--- src/rtl/can_fc_pkg.sv ---
package can_fc_pkg;
   typedef enum logic [1:0] {
      FC_ACTIVE  = 2'd0,
      FC_PASSIVE = 2'd1,
      FC_BUSOFF  = 2'd2
   } fc_state_e;
endpackage

--- src/rtl/fc_err_counter.sv ---
module fc_err_counter #(
   parameter int W            = 8,
   parameter int STEP_LO      = 1,
   parameter int STEP_HI      = 8,
   parameter int OK_STEP      = 1,
   parameter int SAT_MAX      = 255,
   parameter bit RELOAD_EN    = 1'b0,
   parameter int RELOAD_ABOVE = 128,
   parameter int RELOAD_VAL   = 120
) (
   input  logic         clk,
   input  logic         rst_n,
   input  logic         clr,
   input  logic         hold,
   input  logic         err,
   input  logic         err_hi,
   input  logic         ok,
   output logic [W-1:0] cnt
);
   localparam int SW = W + 1;

   if (SAT_MAX >= (1 << W)) begin : g_bad_sat
      $error("fc_err_counter: SAT_MAX does not fit in W bits");
   end
   if (STEP_LO < 1 || STEP_HI < 1 || OK_STEP < 1) begin : g_bad_step
      $error("fc_err_counter: steps must be positive");
   end
   if (RELOAD_EN && RELOAD_VAL > RELOAD_ABOVE) begin : g_bad_reload
      $error("fc_err_counter: reload value must not exceed its threshold");
   end

   logic [SW-1:0] up_sum;
   logic [W-1:0]  up_val;
   logic [W-1:0]  dn_val;
   logic [W-1:0]  ok_val;
   logic [W-1:0]  cnt_d;

   always_comb begin
      up_sum = {1'b0, cnt} + (err_hi ? SW'(STEP_HI) : SW'(STEP_LO));
      up_val = (up_sum > SW'(SAT_MAX)) ? W'(SAT_MAX) : up_sum[W-1:0];
      dn_val = (cnt >= W'(OK_STEP)) ? cnt - W'(OK_STEP) : '0;
   end

   if (RELOAD_EN) begin : g_reload
      assign ok_val = (cnt > W'(RELOAD_ABOVE)) ? W'(RELOAD_VAL) : dn_val;
   end else begin : g_plain
      assign ok_val = dn_val;
   end

   always_comb begin
      if (clr)       cnt_d = '0;
      else if (hold) cnt_d = cnt;
      else if (err)  cnt_d = up_val;
      else if (ok)   cnt_d = ok_val;
      else           cnt_d = cnt;
   end

   always_ff @(posedge clk or negedge rst_n) begin
      if (!rst_n) cnt <= '0;
      else        cnt <= cnt_d;
   end
endmodule

--- src/rtl/fc_state_decode.sv ---
module fc_state_decode
   import can_fc_pkg::*;
#(
   parameter int TEC_W         = 9,
   parameter int REC_W         = 8,
   parameter int PASSIVE_ABOVE = 127,
   parameter int BUSOFF_ABOVE  = 255
) (
   input  logic [TEC_W-1:0] tec,
   input  logic [REC_W-1:0] rec,
   output fc_state_e        state,
   output logic             active,
   output logic             passive,
   output logic             busoff
);
   if (BUSOFF_ABOVE >= (1 << TEC_W) - 1) begin : g_bad_busoff
      $error("fc_state_decode: transmit counter cannot exceed bus-off limit");
   end
   if (PASSIVE_ABOVE >= BUSOFF_ABOVE) begin : g_bad_order
      $error("fc_state_decode: passive limit must sit below bus-off limit");
   end

   logic over_tx;
   logic over_rx;

   always_comb begin
      over_tx = tec > TEC_W'(PASSIVE_ABOVE);
      over_rx = {1'b0, rec} > (REC_W + 1)'(PASSIVE_ABOVE);
      if (tec > TEC_W'(BUSOFF_ABOVE)) state = FC_BUSOFF;
      else if (over_tx || over_rx)    state = FC_PASSIVE;
      else                            state = FC_ACTIVE;
      active  = (state == FC_ACTIVE);
      passive = (state == FC_PASSIVE);
      busoff  = (state == FC_BUSOFF);
   end
endmodule

--- src/rtl/can_fault_counters.sv ---
module can_fault_counters #(
   parameter int TEC_W            = 9,
   parameter int REC_W            = 8,
   parameter int OUT_W            = 8,
   parameter int TX_ERR_STEP      = 8,
   parameter int TX_OK_STEP       = 1,
   parameter int RX_ERR_MINOR     = 1,
   parameter int RX_ERR_MAJOR     = 8,
   parameter int RX_OK_STEP       = 1,
   parameter int PASSIVE_ABOVE    = 127,
   parameter int BUSOFF_ABOVE     = 255,
   parameter int REC_RELOAD_ABOVE = 128,
   parameter int REC_RELOAD_VAL   = 120
) (
   input  logic             clk,
   input  logic             rst_n,
   input  logic             tx_err_i,
   input  logic             tx_ok_i,
   input  logic             rx_err_i,
   input  logic             rx_err_major_i,
   input  logic             rx_ok_i,
   input  logic             recover_i,
   output logic [OUT_W-1:0] tec_o,
   output logic [REC_W-1:0] rec_o,
   output logic             err_active_o,
   output logic             err_passive_o,
   output logic             bus_off_o
);
   localparam int TEC_MAX = (1 << TEC_W) - 1;
   localparam int REC_MAX = (1 << REC_W) - 1;

   if (OUT_W > TEC_W) begin : g_bad_out
      $error("can_fault_counters: status byte wider than transmit counter");
   end
   if (REC_RELOAD_ABOVE >= REC_MAX) begin : g_bad_rec
      $error("can_fault_counters: reload threshold out of receive range");
   end

   logic [TEC_W-1:0] tec_cnt;
   logic [REC_W-1:0] rec_cnt;
   logic             busoff;
   can_fc_pkg::fc_state_e node_state;

   fc_err_counter #(
      .W(TEC_W), .STEP_LO(TX_ERR_STEP), .STEP_HI(TX_ERR_STEP),
      .OK_STEP(TX_OK_STEP), .SAT_MAX(TEC_MAX), .RELOAD_EN(1'b0),
      .RELOAD_ABOVE(0), .RELOAD_VAL(0)
   ) u_tx_cnt (
      .clk(clk), .rst_n(rst_n), .clr(recover_i), .hold(busoff),
      .err(tx_err_i), .err_hi(1'b0), .ok(tx_ok_i), .cnt(tec_cnt)
   );

   fc_err_counter #(
      .W(REC_W), .STEP_LO(RX_ERR_MINOR), .STEP_HI(RX_ERR_MAJOR),
      .OK_STEP(RX_OK_STEP), .SAT_MAX(REC_MAX), .RELOAD_EN(1'b1),
      .RELOAD_ABOVE(REC_RELOAD_ABOVE), .RELOAD_VAL(REC_RELOAD_VAL)
   ) u_rx_cnt (
      .clk(clk), .rst_n(rst_n), .clr(recover_i), .hold(busoff),
      .err(rx_err_i), .err_hi(rx_err_major_i), .ok(rx_ok_i), .cnt(rec_cnt)
   );

   fc_state_decode #(
      .TEC_W(TEC_W), .REC_W(REC_W),
      .PASSIVE_ABOVE(PASSIVE_ABOVE), .BUSOFF_ABOVE(BUSOFF_ABOVE)
   ) u_decode (
      .tec(tec_cnt), .rec(rec_cnt), .state(node_state),
      .active(err_active_o), .passive(err_passive_o), .busoff(busoff)
   );

   assign bus_off_o = busoff;
   assign tec_o     = tec_cnt[OUT_W-1:0];
   assign rec_o     = rec_cnt;
endmodule

--- config.mk ---
export PLATFORM = sky130hd
export DESIGN_NAME = can_fault_counters
export DESIGN_NICKNAME = d
export VERILOG_FILES = /design/src/rtl/can_fc_pkg.sv /design/src/rtl/fc_err_counter.sv /design/src/rtl/fc_state_decode.sv /design/src/rtl/can_fault_counters.sv
export SDC_FILE = /design/constraint.sdc
export NUM_CORES = 1
export LEC_CHECK = 0
export CORE_MARGIN = 1
export CORE_UTILIZATION = 55
export DETAILED_ROUTE_END_ITERATION = 16
export GPL_ROUTABILITY_DRIVEN = 0
export GPL_TIMING_DRIVEN = 0
export PLACE_DENSITY_LB_ADDON = 0.12
export RECOVER_POWER = 25
export SLEW_MARGIN = 0
export SYNTH_ARGS = -nofsm -noshare
export SYNTH_HDL_FRONTEND = slang
export SYNTH_HIERARCHICAL = 1
export SYNTH_SLANG_ARGS = --single-unit
--- constraint.sdc ---
create_clock -name clk -period 2.16 [get_ports clk]
set_clock_uncertainty 0.1 [all_clocks]
set_input_delay 0.432 -clock clk [delete_from_list [all_inputs] [get_ports clk]]
set_output_delay 0.432 -clock clk [all_outputs]
set_load 0.005 [all_outputs]
# Word level (Yosys, flattened, before mapping)

Cells that the tools add are included.

Bits in registers: 17
Input port bits: 8
Output and inout port bits: 19
Logic and storage cells: 39

Add/subtract/negate cells: 4
Magnitude comparators: 8
Equal/unequal tests: 3
Muxes and demuxes: 16
Reductions and logical operators: 6

Operators with widths:

| kind                   | count |
|---|---|
| $mux W8                | 7 |
| $mux W9                | 6 |
| $gt A9 B8 Y1 const B   | 2 |
| $add A9 B4 Y10 const B | 1 |
| $gt A10 B9 Y1 const B  | 1 |
| $add A8 B9 Y9          | 1 |
| $ge A9 B1 Y1 const B   | 1 |
| $gt A9 B7 Y1 const B   | 1 |
| $sub A9 B1 Y9 const B  | 1 |
| $ge A8 B1 Y1 const B   | 1 |
| $gt A8 B7 Y1 const B   | 1 |
| $gt A8 B8 Y1 const B   | 1 |
| $sub A8 B1 Y8 const B  | 1 |
| $reduce_bool A3 Y1     | 2 |
| $mux W4                | 1 |
| $reduce_and A2 Y1      | 2 |
| $eq A2 B1 Y1 const B   | 1 |
| $eq A2 B2 Y1 const B   | 1 |
| $logic_not A2 Y1       | 1 |
| $mux W2                | 1 |
| $ne A2 B2 Y1 const B   | 1 |
| $logic_or A1 B1 Y1     | 1 |
| $mux W1                | 1 |

# Longest topological paths before layout

Depth after elaboration: 7
Gate-level depth with buffers: 7
Depth with buffers taken out: 7

# Cells and area by module

Netlist, hierarchy kept.

By module, submodules not included:

| module                     | times used | cells an instance | area each (µm²) | sequential area each (µm²) |
|---|---|---|---|---|
| fc_err_counter at u_rx_cnt | 1          | 115               | 918.4           | 200.2 |
| fc_err_counter at u_tx_cnt | 1          | 99                | 833.3           | 225.2 |
| fc_state_decode            | 1          | 5                 | 30.0            | 0.0 |
| can_fault_counters         | 1          | 1                 | 3.8             | 0.0 |

# Worst setup path after synthesis

No wires, ideal clock.

Kind: flip-flop to flip-flop
From: register u_tx_cnt.cnt[3]
To: register u_tx_cnt.cnt[4]
Library setup time: 0.119 ns
Arrival time: 1.778 ns
Required time: 1.941 ns
Setup slack: 0.163 ns
Stages on the path, launching flop included: 7
Path buffers: 0
Period minus slack after synthesis: 1.997 ns
Cell sequence: dfrtp_1 inv_1 ha_1 or4b_4 nor4_4 a211oi_1 o21ba_1

Cells in the longest elaborated chain, start to end: 7
Elaborated cells on any way between the ends: 18
Classes of those cells: add/sub (2); order compare (4); eq/ne (2); mux (8); reduce/logical (2)

RTL lines:

| element                                                | line                 | source |
|---|---|---|
| from (decl)                                            | fc_err_counter.sv:18 | `output logic [W-1:0] cnt` |
| from (signal assigned)                                 | fc_err_counter.sv:60 | `else cnt <= cnt_d;` |
| branches (longest 7 deep; another with $add A9 B4 Y10) | --                   |  |

Several ways; the timed one is not identified. The select of a mux whose other input is x is not followed.
A chain may end at the register's enable or synchronous reset.

# Final worst setup path

Same ends and word-level chain as after synthesis.

==> impl_metrics.py <==
metrics = {
    "global_routing": {
        "grt_pass1_vias": 1498,
        "gr-usage-all-layers_pct": 27.8,
        "antenna_found_initial": 0,
        "grt_pass1_wl_mm": 7.36,
        "grt_max_degree": 18,
        "grt_overflow": 0,
    },
    "routing": {
        "vias": 1934,
        "drtIter0Drc": 146,
        "ant_nets": 0,
        "dr.pass1.iters": 5,
        "highest_layer": "met4",
        "vias_per_cell": 6.51,
        "wl_per_cell_um": 16.2,
        "dr_wl_met3_um": 599,
        "drc": 0,
        "wl_met2_mm": 2.01,
        "drt-met1-wl_mm": 2.14,
        "totalWireLength_mm": 4.82,
    },
    "die": {
        "start_util_pct": 58.0,
        "die_h_um": 58.7,
        "core.rowCount": 20,
        "die_w_um": 58.7,
        "dieArea_sq_mm": 0.00345,
        "coreArea_sq_mm": 0.00305,
        "ioPinCount": 27,
    },
    "sta": {
        "finalCriticalPeriod_ns": 2.16,
        "hold_slack_ns": 0.535,
        "finalMaxSlewViolations": 0,
        "max_slew_margin_pct": 48.6,
        "finalSetupViolCount": 0,
        "hold_viol": 0,
        "max_freq_ghz": 0.463,
        "timing.final.ws_setup_ns": 0.00231,
        "max_slew.worst_pin.slew_ns": 0.768,
        "fin_setup_tns_ns": 0,
        "fin_crit_sh_pct": 99.9,
    },
    "power": {
        "ir_drop_uv": 512,
        "power_density_mw_per_mm2": 807,
        "p_leak_nw": 0.870,
        "design_power_total_mw": 1.79,
    },
    "critical_path": {
        "rrSetupSlack_ns": 0.002,
        "crit_family": "simple AND/OR/NAND/NOR gates",
        "path_buf_inv": 2,
        "arrival_ns": 2.26,
        "crit_path_cell_trace": "inv_1 > ha_2 > or4b_4 > nor4_4 > buf_4 > a211oi_1 > o21ba_1",
        "cp_max_fo": 6,
        "cp-end-kind": "flip-flop",
        "critPathKind": "flip-flop to flip-flop",
        "slowest_delay_ns": 0.52,
        "cp_slowest_cell": "or4b_4",
        "required_ns": 2.26,
        "cp-start-kind": "flip-flop",
    },
    "clocking": {
        "clockRootBuffer": "clkbuf_4",
        "holdBufCountCts": 0,
        "clock_latency_ns": 0.30,
        "numCtsBuffers": 3,
        "htree_levels": 1,
        "clk_pin_slew_ns": 0.11,
        "clk_path_buf_depth": 2,
        "cts_tree": "built",
        "cts.sinks": 17,
    },
    "run_status": {
        "status": "finished, final reports clean",
    },
    "place": {
        "dp_hpwl_mm": 3.36,
        "pre_cts_slack_ns": -0.428,
        "place_area_sq_mm": 0.00209,
        "numPortBuffers": 26,
    },
    "synth": {
        "yosysWarnings": 6,
        "syn_inst": 217,
        "synthesis.nets": 236,
        "syn_avg_cell_area_sq_um": 8.16,
        "synth_area_sq_mm": 0.00177,
    },
    "finish": {
        "fin_nets": 273,
        "layout.filler_cells": 244,
        "diodes": 0,
        "syn_to_final_growth_pct": 25.2,
        "drive_above_1_share_pct": 15.0,
        "final_area_sq_mm": 0.00222,
    },
    "worst_hold_path": {
        "hold_class": "primary input to async pin",
    },
    "flow_run": {
        "cap_viol_max_count": 0,
    },
}
metrics by stage:
stage                     util (%)  cells
after floorplan                  -    217
after global placement        68.3    287
after detailed placement      68.3    287
after CTS                     69.5    291
after global routing          72.6    297
final                         72.6    297
flip-flops by register name (all words and copies together), names as in the netlist:
signal,flops
u_rx_cnt/cnt,8
u_tx_cnt/cnt,9
per-layer routing:
layer,vias up,GRT usage (%)
li1,914,-
met3,12,5.49
met2,113,37.0
met4,0,5.10
met1,895,45.5
met5,-,0
report_power, final:
part | switching [mW] | internal [mW] | total [mW]
logic | 0.596 | 0.528 | 1.12
registers | 0.102 | 0.376 | 0.478
clock network | 0.116 | 0.0719 | 0.188
worst paths after layout:
kind / startpoint / to / cells past startpoint
min in group clk: u_rx_cnt/cnt[0]$_DFFE_PN0P_ / u_rx_cnt/cnt[0]$_DFFE_PN0P_ / 2
max in group asynchronous: rst_n / u_tx_cnt/cnt[3]$_DFFE_PN0P_ / 1
worst max register to register: u_tx_cnt/cnt[3]$_DFFE_PN0P_ / u_tx_cnt/cnt[4]$_DFFE_PN0P_ / 7
worst min-delay path: rst_n / u_tx_cnt/cnt[6]$_DFFE_PN0P_ / 1
worst min register to register: u_rx_cnt/cnt[0]$_DFFE_PN0P_ / u_rx_cnt/cnt[0]$_DFFE_PN0P_ / 2
worst max-delay path: u_tx_cnt/cnt[3]$_DFFE_PN0P_ / u_tx_cnt/cnt[4]$_DFFE_PN0P_ / 7
layout by cell type (no fill, tap or decap), types with 3 or more instances in the layout:
master	count
nor4_1	3
o21ai_1	5
o211ai_1	5
nor3_1	13
dfrtp_1	13
a31oi_1	7
nand4_1	5
a211o_1	3
clkdlybuf4s50_1	25
nor2_1	16
buf_2	5
buf_4	6
o22ai_1	4
a211oi_1	5
or3b_2	3
nand2_1	8
a41oi_1	3
inv_1	16
o21a_1	4
clkbuf_4	3
o21ai_0	6
dfrtp_2	4
a21oi_1	5
nand3_1	8
ha_1	9
clkbuf_1	7
nand2b_1	5
what timing repair did:
item                                    in CTS  in global routing
endpoints found under the setup margin      10                 14
resized for setup                            3                 12
pin swaps                                    1                  3
buffers inserted                             0                  6
layout make-up:
class	count	area [sq um]	share of cell area, %
multi-input combinational	171	1280	57.9
sequential	17	430	19.4
timing repair buffer	32	305	13.8
clock buffer	4	26.3	1.19
buffer	13	56.3	2.54
tap	44	55.1	2.48
inverter	16	60.1	2.71
Power figures use the tool's default switching activity.
